$ cat config.mk
export PLATFORM = sky130hd
export DESIGN_NAME = ldst_agu_top
export DESIGN_NICKNAME = d
export VERILOG_FILES = /design/src/rtl/ldst_agu_pkg.sv /design/src/rtl/agu_offset_unit.sv /design/src/rtl/agu_addsub.sv /design/src/rtl/agu_mode_ctrl.sv /design/src/rtl/ldst_agu_top.sv
export SDC_FILE = /design/constraint.sdc
export NUM_CORES = 1
export LEC_CHECK = 0
export ABC_AREA = 1
export BUFFER_PORTS_ARGS = -buffer_cell sky130_fd_sc_hd__buf_2
export CELL_PAD_IN_SITES_DETAIL_PLACEMENT = 0
export CELL_PAD_IN_SITES_GLOBAL_PLACEMENT = 1
export CORE_MARGIN = 1
export CORE_UTILIZATION = 34
export DETAILED_ROUTE_END_ITERATION = 16
export GPL_TIMING_DRIVEN = 1
export MAX_ROUTING_LAYER = met4
export PLACE_DENSITY = 0.85
export SLEW_MARGIN = 20
export SYNTH_ARGS = -nofsm -noshare
export SYNTH_HDL_FRONTEND = slang
export SYNTH_SLANG_ARGS = --single-unit
$ cat constraint.sdc
create_clock -name clk -period 3.9 [get_ports clk]
set_input_delay 0.195 -clock clk [delete_from_list [all_inputs] [get_ports clk]]
set_output_delay 0.195 -clock clk [all_outputs]
set_load 0.1 [all_outputs]
$ cat src/rtl/ldst_agu_pkg.sv
package ldst_agu_pkg;

    localparam int AGU_AW   = 32;
    localparam int AGU_IMMW = 12;
    localparam int AGU_SHW  = 5;
    localparam int AGU_PC_AHEAD = 8;

    typedef logic [AGU_AW-1:0] addr_t;

    typedef enum logic [1:0] {
        IDX_PRE    = 2'b00,
        IDX_PRE_WB = 2'b01,
        IDX_POST   = 2'b10,
        IDX_RSVD   = 2'b11
    } idx_mode_e;

    typedef struct packed {
        addr_t     eff;
        addr_t     base_nxt;
        logic      wb;
    } agu_resp_t;

    function automatic addr_t zext_imm(input logic [AGU_IMMW-1:0] imm);
        return addr_t'(imm);
    endfunction

    function automatic logic mode_updates(input idx_mode_e m);
        return (m == IDX_PRE_WB) || (m == IDX_POST);
    endfunction

    function automatic logic mode_addr_is_base(input idx_mode_e m);
        return (m == IDX_POST);
    endfunction

endpackage

$ cat src/rtl/agu_offset_unit.sv
module agu_offset_unit
    import ldst_agu_pkg::*;
#(
    parameter int AW   = AGU_AW,
    parameter int IMMW = AGU_IMMW,
    parameter int SHW  = AGU_SHW
) (
    input  logic [AW-1:0]   reg_val,
    input  logic [IMMW-1:0] imm_val,
    input  logic            use_reg,
    input  logic            shr,
    input  logic [SHW-1:0]  amt,
    output logic [AW-1:0]   off_mag
);
    localparam int NSTG = SHW + 1;

    logic [AW-1:0] stg [NSTG];

    assign stg[0] = reg_val;

    for (genvar s = 0; s < SHW; s++) begin : g_stage
        localparam int DIST = 1 << s;
        always_comb begin
            if (!amt[s]) begin
                stg[s+1] = stg[s];
            end else if (shr) begin
                stg[s+1] = stg[s] >> DIST;
            end else begin
                stg[s+1] = stg[s] << DIST;
            end
        end
    end

    always_comb begin
        if (use_reg) begin
            off_mag = stg[SHW];
        end else begin
            off_mag = {{(AW-IMMW){1'b0}}, imm_val};
        end
    end

endmodule

$ cat src/rtl/agu_addsub.sv
module agu_addsub
    import ldst_agu_pkg::*;
#(
    parameter int AW = AGU_AW
) (
    input  logic [AW-1:0] a,
    input  logic [AW-1:0] b,
    input  logic          sub,
    output logic [AW-1:0] sum
);
    logic [AW-1:0] b_eff;

    always_comb begin
        b_eff = b ^ {AW{sub}};
        sum   = a + b_eff + {{(AW-1){1'b0}}, sub};
    end

endmodule

$ cat src/rtl/agu_mode_ctrl.sv
module agu_mode_ctrl
    import ldst_agu_pkg::*;
(
    input  addr_t     base_op,
    input  addr_t     sum,
    input  idx_mode_e mode,
    input  logic      pc_rel,
    output agu_resp_t resp
);
    logic upd;
    logic use_base;

    always_comb begin
        upd      = mode_updates(mode) && !pc_rel;
        use_base = mode_addr_is_base(mode) && !pc_rel;
        resp.eff      = use_base ? base_op : sum;
        resp.base_nxt = upd ? sum : base_op;
        resp.wb       = upd;
    end

endmodule

$ cat src/rtl/ldst_agu_top.sv
module ldst_agu_top
    import ldst_agu_pkg::*;
#(
    parameter int OUT_REG  = 1,
    parameter int PC_AHEAD = AGU_PC_AHEAD
) (
    input  logic                 clk,
    input  logic                 rst,
    input  logic [AGU_AW-1:0]    base_val,
    input  logic [AGU_IMMW-1:0]  imm_off,
    input  logic [AGU_AW-1:0]    reg_off,
    input  logic                 off_from_reg,
    input  logic                 shift_right,
    input  logic [AGU_SHW-1:0]   shift_amt,
    input  logic                 off_sub,
    input  logic [1:0]           idx_mode,
    input  logic                 pc_rel,
    input  logic [AGU_AW-1:0]    instr_addr,
    output logic [AGU_AW-1:0]    eff_addr,
    output logic [AGU_AW-1:0]    base_next,
    output logic                 wb_en
);
    localparam addr_t PC_BIAS = addr_t'(PC_AHEAD);

    addr_t     base_op;
    addr_t     off_mag;
    addr_t     sum;
    idx_mode_e mode;
    agu_resp_t resp_d;
    agu_resp_t resp_q;

    always_comb begin
        mode    = idx_mode_e'(idx_mode);
        base_op = pc_rel ? (instr_addr + PC_BIAS) : base_val;
    end

    agu_offset_unit #(
        .AW   (AGU_AW),
        .IMMW (AGU_IMMW),
        .SHW  (AGU_SHW)
    ) u_off (
        .reg_val (reg_off),
        .imm_val (imm_off),
        .use_reg (off_from_reg && !pc_rel),
        .shr     (shift_right),
        .amt     (shift_amt),
        .off_mag (off_mag)
    );

    agu_addsub #(
        .AW (AGU_AW)
    ) u_add (
        .a   (base_op),
        .b   (off_mag),
        .sub (off_sub),
        .sum (sum)
    );

    agu_mode_ctrl u_mode (
        .base_op (base_op),
        .sum     (sum),
        .mode    (mode),
        .pc_rel  (pc_rel),
        .resp    (resp_d)
    );

    if (OUT_REG != 0) begin : g_oreg
        always_ff @(posedge clk) begin
            if (rst) begin
                resp_q <= '0;
            end else begin
                resp_q <= resp_d;
            end
        end
    end else begin : g_comb
        assign resp_q = resp_d;
    end

    assign eff_addr  = resp_q.eff;
    assign base_next = resp_q.base_nxt;
    assign wb_en     = resp_q.wb;

endmodule

==> results.tsv <==
stage	metric	value	unit
timing	fmax	250.7	MHz
grt	first-pass GRT wire length	54960	um
yosys	yosys warns	0	
power_and_ir_drop	Cell Int Power	2.286	mW
timing	fin. max-slew vios	0	
min_path	Hold Path Origin	base_val[22]	
setup_path	CP peak stage delay	0.36	ns
job	max_cap viols	0	
grt	total grt overflow	0	
timing	Min Clock Period, post-route	3.989	ns
timing	Worst Tran Pin Value	0.8113	ns
outcome	status	finished with violations	
cells_and_area	fillers	2409	
power_and_ir_drop	VDD IR max	0.0002399	V
placement	DP Worst Slack	-0.7722	ns
grt	all-layer global routing usage	29.45	%
clock_tree	Longest Clk Path Bufs	2	
yosys	top post-synthesis cells by area	nand2_1, dfxtp_1, o21ai_0	
power_and_ir_drop	power per cell area	367.4	nW/um^2
clock_tree	cts bufs inserted	9	
detailed_routing	Top Metal Used	met4	
power_and_ir_drop	Comb pwr share	66.3	%
clock_tree	hold_buf cts	0	
yosys	syn nets	1543	
yosys	Post-Syn Instances	1389	
clock_tree	Root Buffer	clkbuf_16	
setup_path	CP arrival	4.19	ns
placement	Detailed Place HPWL	30210	um
placement	placed insts	2152	
yosys	Mean Syn Cell Area	5.924	um^2
yosys	flops & latches, synth	65	
cells_and_area	most frequent cells in the layout	nand2_1, buf_4, buf_2, inv_1, o21ai_0	
power_and_ir_drop	Seq pwr share	17.5	%
power_and_ir_drop	Clock Power Share	16.2	%
cells_and_area	Nets	2016	
detailed_routing	Via density	5.164	
outcome	failing checks	setup timing	
power_and_ir_drop	Overall Power	4.653	mW
setup_path	Setup CP Type	input port to flip-flop	
setup_path	CP endpoint kind	flip-flop	
cells_and_area	P&R area growth vs syn	53.95	%
timing	unrepaired setup endpoints after global routing	yes	
setup_path	Crit path top cell by count	nand2_1	
grt	vias in the first global route	10620	
cells_and_area	fin cells	2188	
detailed_routing	wire length on met1	15810	um
grt	largest net degree at the start of global routing	45	
timing	fin crit share	102.3	%
power_and_ir_drop	Leak Pwr	6.613	nW
die	num rows	56	
setup_path	type of origin of the critical path	input port	
detailed_routing	Via Count	11300	
yosys	Netlist cell types	61	
detailed_routing	DRC errors left	0	
setup_path	Slowest cell on crit path	ha_1	
power_and_ir_drop	Psw	2.368	mW
die	Die X-Extent	157.6	um
clock_tree	CTS tree	yes	
detailed_routing	Antenna Violating Nets Remaining	0	
cells_and_area	leading cell type in the layout, fill and taps excluded	nand2_1	
die	Die Y	157.6	um
timing	Fin Hold WS	0.1300	ns
yosys	Post-Syn Area	8228	um^2
detailed_routing	drt wl/cell	16.54	um
die	core area	23610	um^2
cells_and_area	layout cells sized above 1	37.98	%
detailed_routing	first-pass iteration count of the detailed router	8	
grt	antenna violations before repair	2	
clock_tree	H-tree Lvls	3	
timing	Final setup viols	9	
timing	PnR worst setup slack	-0.08897	ns
setup_path	Worst Setup SP	shift_amt[0]	
detailed_routing	Iteration-0 DRC Markers	893	
timing	setup_tns	-0.3503	ns
placement	gpl congestion	0.9635	
setup_path	CP Max Fanout	7	
yosys	post-synth top area share	18.11	%
clock_tree	clock slew at reported path FFs	0.06	ns
die	IO Pins	186	
detailed_routing	Detailed Route WL	36180	um
min_path	HP Class	input port to flip-flop	
detailed_routing	Routed met3 length	2731	um
placement	Port Buffers	185	
die	DIE AREA	24830	um^2
power_and_ir_drop	switching part of the total	50.88	%
timing	Slew HR	45.34	%
yosys	dominant cell type by area after synthesis	nand2_1	
setup_path	Worst EP required	4.10	ns
die	Initial Util	34.85	%
timing	Fin. Hold Viols	0	
detailed_routing	DR WL met2	16620	um
yosys	post-synthesis sequential area ratio	15.82	%
clock_tree	clk sinks	65	
## flip-flops by register name, summed over array words and instances, names as in the netlist
| name | count |
|---|---|
| wb_en | 1 |
| base_next | 32 |
| eff_addr | 32 |
## per-stage QoR
step / instance area (um^2) / util, %
4_1_cts: 12200 / 51.67
6_report: 12670 / 53.65
3_3_place_gp: 11730 / 49.66
3_5_place_dp: 11730 / 49.66
2_1_floorplan: 8324 / -
5_1_grt: 12670 / 53.65
## path summary, 6_finish.rpt
check,endpoint,slack [ns],cells past startpoint
setup / recovery,eff_addr[24],-0.09,33
hold / removal,eff_addr[22],0.13,3
## synthesized netlist by cell type, drive strengths merged
cell and count:
a32o 1, o21a 2, clkbuf 42, a211oi 3
or2 16, nor2 92, o21bai 5, nand3b 7
nor3b 1, o31ai 2, dfxtp 65, nor4b 1
o22ai 15, a221oi 6, a22o 10, a21boi 4
nand2 422, and3 1, a31oi 14, nor3 13
nand3 88, nor4 2, nand4 14, buf 20
a21oi 94, o221ai 20, fa 1, a221o 2
inv 163, xor2 55, clkinv 4, a21o 4
o311ai 2, o211ai 27, xnor2 8, o21ai 131
ha 32
## per-layer routing
metal  up-vias  global-route usage (%)
met4         0                   9.293
li1       5586                       -
met1      5159                   36.46
met5         -                       -
met3        70                   4.791
met2       483                   48.67
## power by group through the flow
stage	registers, mW	logic, mW	clock network, mW
after floorplan	1.62	1.05	0
after global placement	0.827	2.87	0
after detailed placement	0.827	2.89	0
after CTS	0.813	2.94	0.763
after global routing	0.820	3.30	0.794
final	0.813	3.09	0.755
## logic make-up (layout without fill, tap and decap cells)
kind of cell | Yosys count | count (layout) | synth area share [%]
flip-flops | 65 | 65 | 15.82
XOR/XNOR | 63 | 63 | 6.706
adder cells (fa/ha/maj) | 33 | 33 | 5.109
AO/OA/AOI/OAI | 342 | 342 | 25.15
other | 0 | 2 | 0
AND/OR/NAND/NOR | 657 | 658 | 35.55
buffers and inverters | 229 | 706 | 11.66
## worst max-delay path: cells and delay by family
kind,cells,cell delay (ns)
xor gates and xnor gates,1,0.16
adders and majority gates,1,0.36
buffers and inverters,5,0.61
and+or+nand+nor,13,1.14
AOI/OAI and AO/OA,13,1.69
## area by class of cell
class	instances	area [um^2]	share of cell area, %
diodes	2	5.005	0.03951
clock buffers	10	239.0	1.887
clock inverters	6	43.79	0.3457
inverters	167	644.4	5.087
multi-input cells	1096	6500	51.31
flip-flops and latches	65	1301	10.27
well taps	319	399.1	3.151
repair buffers	523	3535	27.90
## what timing repair did
item / in CTS / in global routing
setup endpoints to repair: 37 / 39
hold endpoints to repair: 0 / 0
cloned: 0 / 1
buffers inserted: 5 / 13
pin swaps: 17 / 34
resized for setup: 43 / 90
No activity file was read; power rests on OpenSTA's default activity.
